--- src/rtl/spec_add_pkg.sv ---
package spec_add_pkg;
  typedef enum logic [1:0] {
    PH_IDLE = 2'd0,
    PH_EVAL = 2'd1,
    PH_FIX  = 2'd2
  } phase_t;
endpackage

--- src/rtl/seg_adder.sv ---
module seg_adder #(
  parameter int W = 8
) (
  input  logic [W-1:0] x,
  input  logic [W-1:0] y,
  input  logic         ci,
  output logic [W-1:0] s,
  output logic         co
);
  logic [W:0] c;
  assign c[0] = ci;
  for (genvar g = 0; g < W; g++) begin : g_cell
    logic p;
    assign p        = x[g] ^ y[g];
    assign s[g]     = p ^ c[g];
    assign c[g+1]   = (x[g] & y[g]) | (p & c[g]);
  end
  assign co = c[W];
endmodule

--- src/rtl/spec_datapath.sv ---
module spec_datapath #(
  parameter int BITS = 16
) (
  input  logic [BITS-1:0] a,
  input  logic [BITS-1:0] b,
  input  logic            cin,
  input  logic            retry,
  output logic [BITS-1:0] sum,
  output logic            cout,
  output logic            hit
);
  localparam int LO_W = BITS / 2;
  localparam int HI_W = BITS - LO_W;

  logic [LO_W-1:0] lo_s;
  logic            lo_c;
  logic [HI_W-1:0] hi_s;
  logic            guess;
  logic            hi_ci;

  // prediction: both top lower-half bits set means a carry is certain
  assign guess = a[LO_W-1] & b[LO_W-1];
  assign hi_ci = retry ? ~guess : guess;

  seg_adder #(.W(LO_W)) u_lo (
    .x(a[LO_W-1:0]), .y(b[LO_W-1:0]), .ci(cin), .s(lo_s), .co(lo_c)
  );
  seg_adder #(.W(HI_W)) u_hi (
    .x(a[BITS-1:LO_W]), .y(b[BITS-1:LO_W]), .ci(hi_ci), .s(hi_s), .co(cout)
  );

  assign sum = {hi_s, lo_s};
  assign hit = (guess == lo_c);
endmodule

--- src/rtl/sat_counter.sv ---
module sat_counter #(
  parameter int W = 16
) (
  input  logic         clk,
  input  logic         rst,
  input  logic         inc,
  output logic [W-1:0] count
);
  localparam logic [W-1:0] TOP = '1;
  always_ff @(posedge clk) begin
    if (rst) begin
      count <= '0;
    end else if (inc && count != TOP) begin
      count <= count + 1'b1;
    end
  end
endmodule

--- src/rtl/spec_carry_adder.sv ---
module spec_carry_adder
  import spec_add_pkg::*;
#(
  parameter int BITS   = 16,
  parameter int MISS_W = 16
) (
  input  logic              clk,
  input  logic              rst,
  input  logic              in_valid,
  output logic              in_ready,
  input  logic [BITS-1:0]   in_a,
  input  logic [BITS-1:0]   in_b,
  input  logic              in_cin,
  output logic              res_valid,
  output logic [BITS-1:0]   res_sum,
  output logic              res_cout,
  output logic [MISS_W-1:0] miss_count
);
  phase_t          phase;
  logic [BITS-1:0] op_a, op_b;
  logic            op_c;
  logic [BITS-1:0] dp_sum;
  logic            dp_cout;
  logic            spec_hit;
  logic            miss_inc;

  assign in_ready = (phase == PH_IDLE);
  assign miss_inc = (phase == PH_EVAL) && !spec_hit;

  spec_datapath #(.BITS(BITS)) u_dp (
    .a(op_a), .b(op_b), .cin(op_c), .retry(phase == PH_FIX),
    .sum(dp_sum), .cout(dp_cout), .hit(spec_hit)
  );

  sat_counter #(.W(MISS_W)) u_miss (
    .clk(clk), .rst(rst), .inc(miss_inc), .count(miss_count)
  );

  always_ff @(posedge clk) begin
    if (rst) begin
      phase     <= PH_IDLE;
      op_a      <= '0;
      op_b      <= '0;
      op_c      <= 1'b0;
      res_valid <= 1'b0;
      res_sum   <= '0;
      res_cout  <= 1'b0;
    end else begin
      unique case (phase)
        PH_IDLE: if (in_valid) begin
          op_a      <= in_a;
          op_b      <= in_b;
          op_c      <= in_cin;
          res_valid <= 1'b0;
          phase     <= PH_EVAL;
        end
        PH_EVAL: if (spec_hit) begin
          res_sum   <= dp_sum;
          res_cout  <= dp_cout;
          res_valid <= 1'b1;
          phase     <= PH_IDLE;
        end else begin
          phase     <= PH_FIX;
        end
        PH_FIX: begin
          res_sum   <= dp_sum;
          res_cout  <= dp_cout;
          res_valid <= 1'b1;
          phase     <= PH_IDLE;
        end
        default: phase <= PH_IDLE;
      endcase
    end
  end
endmodule

--- config.mk ---
export PLATFORM = sky130hd
export DESIGN_NAME = spec_carry_adder
export DESIGN_NICKNAME = d
export VERILOG_FILES = /design/src/rtl/spec_add_pkg.sv /design/src/rtl/seg_adder.sv /design/src/rtl/spec_datapath.sv /design/src/rtl/sat_counter.sv /design/src/rtl/spec_carry_adder.sv
export SDC_FILE = /design/constraint.sdc
export NUM_CORES = 1
export LEC_CHECK = 0
export BUFFER_PORTS_ARGS = -buffer_cell sky130_fd_sc_hd__buf_4
export CORE_MARGIN = 1
export CORE_UTILIZATION = 53
export CTS_CLUSTER_SIZE = 40
export DETAILED_ROUTE_END_ITERATION = 7
export PLACE_DENSITY = 0.79
export RECOVER_POWER = 25
export SYNTH_ARGS = -nofsm -noshare
export SYNTH_HDL_FRONTEND = slang
export SYNTH_SLANG_ARGS = --single-unit
--- constraint.sdc ---
create_clock -name clk -period 5.7 [get_ports clk]
set_clock_uncertainty 0.15 [all_clocks]
set_input_delay 1.14 -clock clk [delete_from_list [all_inputs] [get_ports clk]]
set_output_delay 1.14 -clock clk [all_outputs]
set_load 0.005 [all_outputs]
---- Word-level counts from Yosys, hierarchy flattened ----
Index checks and enable logic that the tools add are counted.
word-level totals
  output and inout port bits .............. 35
  logic and storage cells ................. 116
  bits of input ports ..................... 36
  register bits ........................... 69
cells by class
  muxes and demuxes ....................... 11
  $add $sub $neg .......................... 1
  reductions and logical operators ........ 9
  eq/ne operators ......................... 6
  bitwise operators ....................... 81
operators by type and width
  operator                                                          number
  1-bit bitwise AND                                                 32
  16-bit case mux with 2 select lines                               1
  1-bit bitwise XOR                                                 32
  16-bit by 1-bit adder with 16-bit output (second input constant)  1
  16-bit two-way mux                                                1
  16-bit inequality test (second input constant)                    1
  1-bit OR                                                          16
  1-bit two-way mux                                                 4
  2-bit two-way mux                                                 2
  2-bit inequality test (second input constant)                     2
  2-bit case mux with 2 select lines                                1
  2-bit AND reduction                                               2
  1-bit case mux with 3 select lines                                1
  3-bit AND reduction                                               1
  3-bit nonzero test                                                1
  2-bit by 1-bit == test with 1-bit output (second input constant)  1
  2-bit == test (second input constant)                             1
  1-bit logical AND                                                 2
  2-bit logical NOT                                                 1
  1-bit case mux with 2 select lines                                1
  2-bit nonzero test                                                1
  1-bit == test                                                     1
  1-bit logical NOT                                                 1
  1-bit NOT                                                         1

---- Logic depth before layout (Yosys ltp) ----
  depth in word-level cells ............... 21
  gate-level depth with buffers ........... 16
  depth with buffers taken out ............ 14

---- By module ----
From an unflattened synthesis, not the netlist that was laid out.
second synthesis, totals
  cell total of the unflattened synthesis .. 377
  area, all modules ....................... 3203.1 µm²
by module, submodules not included
  module            cells an instance  area an instance (µm²)  sequential area each (µm²)  times used
  spec_carry_adder  239                1935.6                  1061.0                      1
  sat_counter       99                 848.3                   320.3                       1
  seg_adder         18                 197.7                   0.0                         2
  spec_datapath     3                  23.8                    0.0                         1

---- Worst setup path after synthesis ----
No wires, ideal clock.
  path kind ............................... reg2reg
  start ................................... register phase[0]
  end ..................................... register res_sum[15]
  buffers on the path ..................... 0
  arrival time ............................ 4.046 ns
  stages on the path, launching flop included .. 14
  period minus slack after synthesis ...... 4.282 ns
  data required time ...................... 5.464 ns
  slack ................................... 1.418 ns
  cell sequence ........................... dfxtp_1 -> inv_1 -> ha_1 -> xor2_1 -> fa_1 -> fa_1 -> fa_1 -> fa_1 -> fa_1 -> fa_1 -> fa_1 -> inv_1 -> fa_1 -> a211oi_1
between the ends
  cells in the longest elaborated chain, start to end .. 19
  elaborated cells between the ends (all ways) .. 23
  classes of those cells .................. eq/ne (3); mux (3); bitwise (15); reduce/logical (2)
ends and longest elaborated chain
  element                              line                                            RTL
  from (decl)                          spec_carry_adder.sv:19                          phase_t phase;
  from (signal assigned)               spec_carry_adder.sv:41                          phase <= PH_IDLE;
  from (signal assigned)               spec_carry_adder.sv:55                          phase <= PH_EVAL;
  from (signal assigned)               spec_carry_adder.sv:61                          phase <= PH_IDLE;
  2-bit == test                        spec_carry_adder.sv:31, spec_carry_adder.sv:49
  1-bit two-way mux                    spec_datapath.sv:23                             assign hi_ci = retry ? ~guess : guess;
  1-bit bitwise AND                    seg_adder.sv:16                                 assign c[g+1] = (x[g] & y[g]) | (p & c[g]);
  1-bit OR                             seg_adder.sv:16
  1-bit bitwise AND                    seg_adder.sv:16
  1-bit OR                             seg_adder.sv:16
  1-bit bitwise AND                    seg_adder.sv:16
  1-bit OR                             seg_adder.sv:16
  [... 3 more ...]                     --
  1-bit OR                             seg_adder.sv:16
  1-bit bitwise AND                    seg_adder.sv:16
  1-bit OR                             seg_adder.sv:16
  1-bit bitwise AND                    seg_adder.sv:16
  1-bit OR                             seg_adder.sv:16
  1-bit bitwise XOR                    seg_adder.sv:15                                 assign s[g] = p ^ c[g];
  16-bit two-way mux                   spec_carry_adder.sv:57                          PH_EVAL: if (spec_hit) begin
  16-bit case mux with 2 select lines  spec_carry_adder.sv:49                          unique case (phase)
  to (signal assigned)                 spec_carry_adder.sv:58                          res_sum <= dp_sum;
  to (signal assigned)                 spec_carry_adder.sv:66                          res_sum <= dp_sum;
  to (decl)                            spec_carry_adder.sv:15                          output logic [BITS-1:0] res_sum,
Parallel ways exist; a longest one is shown, timed or not. The select of a mux whose other input is x is not followed.
A chain may end at the register's enable or synchronous reset.

---- Worst setup path after layout ----
  start ................................... register op_a[0]
  end ..................................... register res_sum[8]
between the ends
  cells in the longest elaborated chain, start to end .. 20
  elaborated cells between the ends (all ways) .. 21
  classes of those cells .................. eq/ne (2); bitwise (18); reduce/logical (1)
ends and longest elaborated chain
  element                                     line                    RTL
  from (decl)                                 spec_carry_adder.sv:20  logic [BITS-1:0] op_a, op_b;
  from (signal assigned)                      spec_carry_adder.sv:51  op_a <= in_a;
  1-bit bitwise XOR                           seg_adder.sv:14         assign p = x[g] ^ y[g];
  1-bit bitwise AND                           seg_adder.sv:16
  1-bit OR (*)                                seg_adder.sv:16
  1-bit bitwise AND (*)                       seg_adder.sv:16
  1-bit OR (*)                                seg_adder.sv:16
  1-bit bitwise AND (*)                       seg_adder.sv:16
  1-bit OR (*)                                seg_adder.sv:16
  1-bit bitwise AND (*)                       seg_adder.sv:16
  [... 4 more ...]                            --
  1-bit OR (*)                                seg_adder.sv:16
  1-bit bitwise AND (*)                       seg_adder.sv:16
  1-bit OR (*)                                seg_adder.sv:16
  1-bit bitwise AND (*)                       seg_adder.sv:16
  1-bit OR (*)                                seg_adder.sv:16
  1-bit == test (*)                           spec_datapath.sv:33     assign hit = (guess == lo_c);
  2-bit inequality test (no source line) (*)  --
  2-bit AND reduction (no source line) (*)    --
Every way passes the cells marked *; elsewhere a longest branch is shown, timed or not.

==> key figures <==
Yosys
  – Post-synth EDFFs: 0
  – Post-Synthesis Cell Area: 0.00311 mm2
  – Post-synthesis cell type count: 39
  – Biggest area consumer among synthesized cells: dfxtp_1
  – Synth warnings: 0
  – Top post-synthesis cells by area: dfxtp_1 (44%), nand2_1 (12%), a21oi_1 (10%), fa_1 (9.7%), ha_1 (2.8%)
  – Mapped Nets: 418
  – Seq/Total Area, Yosys: 44.5%
  – Ys flop type: dfxtp_1
  – Yosys reg bits: 69
  – Avg Cell Area, Syn: 8.63 um2
  – Post-synth ARST share: 0%
  – Top-area cell type share of the netlist area: 44.5%
  – Post-Syn Instances: 360

Worst setup path
  – Critical Path Start Type: register
  – Slowest library cell on the worst path: o21ai_1
  – Top cell by count, worst path: fa_1
  – Critical Path RT: 5630 ps
  – Worst Path Arrival: 4620 ps
  – Critical path type: reg -> reg
  – Worst-path maximum fanout: 14
  – Reg2Reg Depth: 14
  – Critical Path Sink Type: register
  – Cell breakdown of the critical path: inv_1 -> fa_1 -> inv_1 -> fa_1 -> fa_1 -> fa_1 -> fa_1 -> fa_1 -> fa_1 -> ha_1 -> nand3b_1 -> o21ai_1 -> nand2_1 -> a21oi_1
  – CP max stage delay: 470 ps

Timing
  – # setup viols final: 0
  – Period minus WS final: 4690 ps
  – Worst slew pin tran: 2930 ps
  – Setup TNS: 0 ps
  – Fin Hold WS: 307 ps
  – Unrepaired setup endpoints after global routing: false
  – FMAX: 213 MHz
  – Slew Viols, Final: 71
  – Fin crit share: 82.2%
  – Final WS setup: 1010 ps
  – Final hold vios: 0
  – Slew HR: -95.2%

Detailed routing
  – Final WL: 6810 um
  – WL/cell: 13.7 um
  – Via count: 2,701
  – Via/cell ratio: 5.43
  – Post-route ant nets: 0
  – Initial DRC count: 162
  – DRT Pass-1 Iters: 5
  – # DRC: 0

CTS
  – Latest clock arrival within the worst-skew pair: 340 ps
  – CTS Buf Count: 9
  – CTS tree: built
  – CTS Root Cell: clkbuf_8
  – Max Buffers Root-to-Sink: 2
  – Hold Buf Count CTS: 0
  – Post-CTS setup buffers: 0
  – Resize count post-CTS: 0
  – Reg clk slew, reported paths: 70 ps
  – H-tree Lvls: 3
  – CTS sink count: 69

Floorplan
  – Die height: 78.5 um
  – Die footprint: 0.00617 mm2
  – Core Region: 0.00557 mm2
  – Die width: 78.5 um
  – Num rows: 27
  – Ports: 71
  – Initial Util: 55.7%

Layout
  – Most common cell after layout, fill and taps aside: nand2_1
  – Area grow syn2layout: 23.9%
  – Filler instances: 440
  – Post-layout util: 69.0%
  – Commonest cells after routing, fill and taps aside: nand2_1 (99), dfxtp_1 (69), a21oi_1 (62)
  – Nets@finish: 478
  – Fin cells: 497
  – Layout cell share with drive strength beyond 1: 21.9%
  – Diode count: 0

Power and ir drop
  – Max rail drop VDD: 203 uV
  – PwrDens: 277 mW/mm2
  – Static Leakage: 1.58 nW

Placement
  – Pre-CTS setup slack: 1150 ps
  – DP Wirelength: 4750 um
  – Dpl cells: 481
  – IO buf count: 70
  – GP Congestion: 0.794

Worst hold path
  – Worst min path class: reg -> reg
  – Hold Path Stages: 2

Job
  – Max Cap Viol: 1

Global routing
  – Total track usage: 24.7%
  – First-pass GRT wire length: 11,700 um
  – GRT Residual Overflow: 0
  – Largest net degree at the start of global routing: 71
  – Vias in the first global route: 2,561
  – Initial antenna violation count: 0

Status
  – Failing checks: max-capacitance violations, max-slew violations
  – Status: finished, violations left
==> state kept, by name, summed over array words and instances, names as in the netlist <==
| register | cells |
|---|---|
| res_valid | 1 |
| op_a | 16 |
| res_cout | 1 |
| phase | 2 |
| u_miss.count | 16 |
| op_c | 1 |
| res_sum | 16 |
| op_b | 16 |
==> cells by family after synthesis <==
kind of cell	Yosys count	synth area share (%)
adder cells (fa/ha/maj)	22	12.5
AO/OA/AOI/OAI	83	14.7
XOR/XNOR	1	0.282
flip-flops	69	44.5
AND/OR/NAND/NOR	148	22.4
buffers and inverters	35	5.00
multiplexers	2	0.685
==> critical path: cells and delay by family (launching register included) <==
family,cells,cell delay (ps)
AO/OA/AOI/OAI,2,550
adder cells (fa/ha/maj),8,2730
buffers and inverters,2,130
flip-flops,1,330
AND/OR/NAND/NOR,2,550
==> layout make-up <==
class / count / area (um2) / share of cell area (%)
Multi-Input combinational cell: 256 / 1580 / 41.0
Sequential cell: 69 / 1380 / 35.9
Timing Repair Buffer: 71 / 526 / 13.7
Clock inverter: 6 / 86.3 / 2.24
Clock buffer: 10 / 138 / 3.58
Tap cell: 72 / 90.1 / 2.34
Inverter: 13 / 48.8 / 1.27
==> where the power goes <==
| part | total [mW] | internal [mW] | switching, mW |
|---|---|---|---|
| Clock | 0.440 | 0.257 | 0.183 |
| Combinational | 0.104 | 0.0482 | 0.0561 |
| Sequential | 0.521 | 0.504 | 0.0164 |
==> final timing paths <==
path / to / slack (ps) / from
worst max-delay path: res_sum[8] / 1010 / op_a[0]
worst min-delay path: res_sum[6] / 310 / res_sum[6]
worst max register to register: res_sum[8] / 1010 / op_a[0]
worst min register to register: res_sum[6] / 310 / res_sum[6]
==> cells in the mapped netlist (2+ instances only) <==
library cell  count
nor2b_1           2
o41ai_1           2
nor3_1            2
nand4_1           5
nand2_1          99
o21ai_0           7
ha_1              7
o31ai_1           7
fa_1             15
buf_6             2
a211oi_1          3
or4_1             7
dfxtp_1          69
nand3_1           5
nor2_1           10
or3_1             4
inv_1            13
buf_2             4
and3_1            2
clkbuf_1         14
a21oi_1          62
nand3b_1          2
==> metal layers <==
| metal | up-vias | wire [um] | GRT usage (%) |
|---|---|---|---|
| met5 | - | 0 | 0 |
| met1 | 1269 | 3060 | 32.9 |
| met3 | 6 | 460 | 5.00 |
| li1 | 1338 | - | - |
| met4 | 0 | 56 | 10.0 |
| met2 | 88 | 3230 | 39.0 |
==> stage by stage <==
step                total power, mW  area (um2)
floorplan                     0.589        3110
finish                         1.07        3850
detailed placement            0.635        3620
global placement              0.633        3620
CTS                            1.08        3850
global route                   1.12        3850
(Power assumes the default switching activity.)
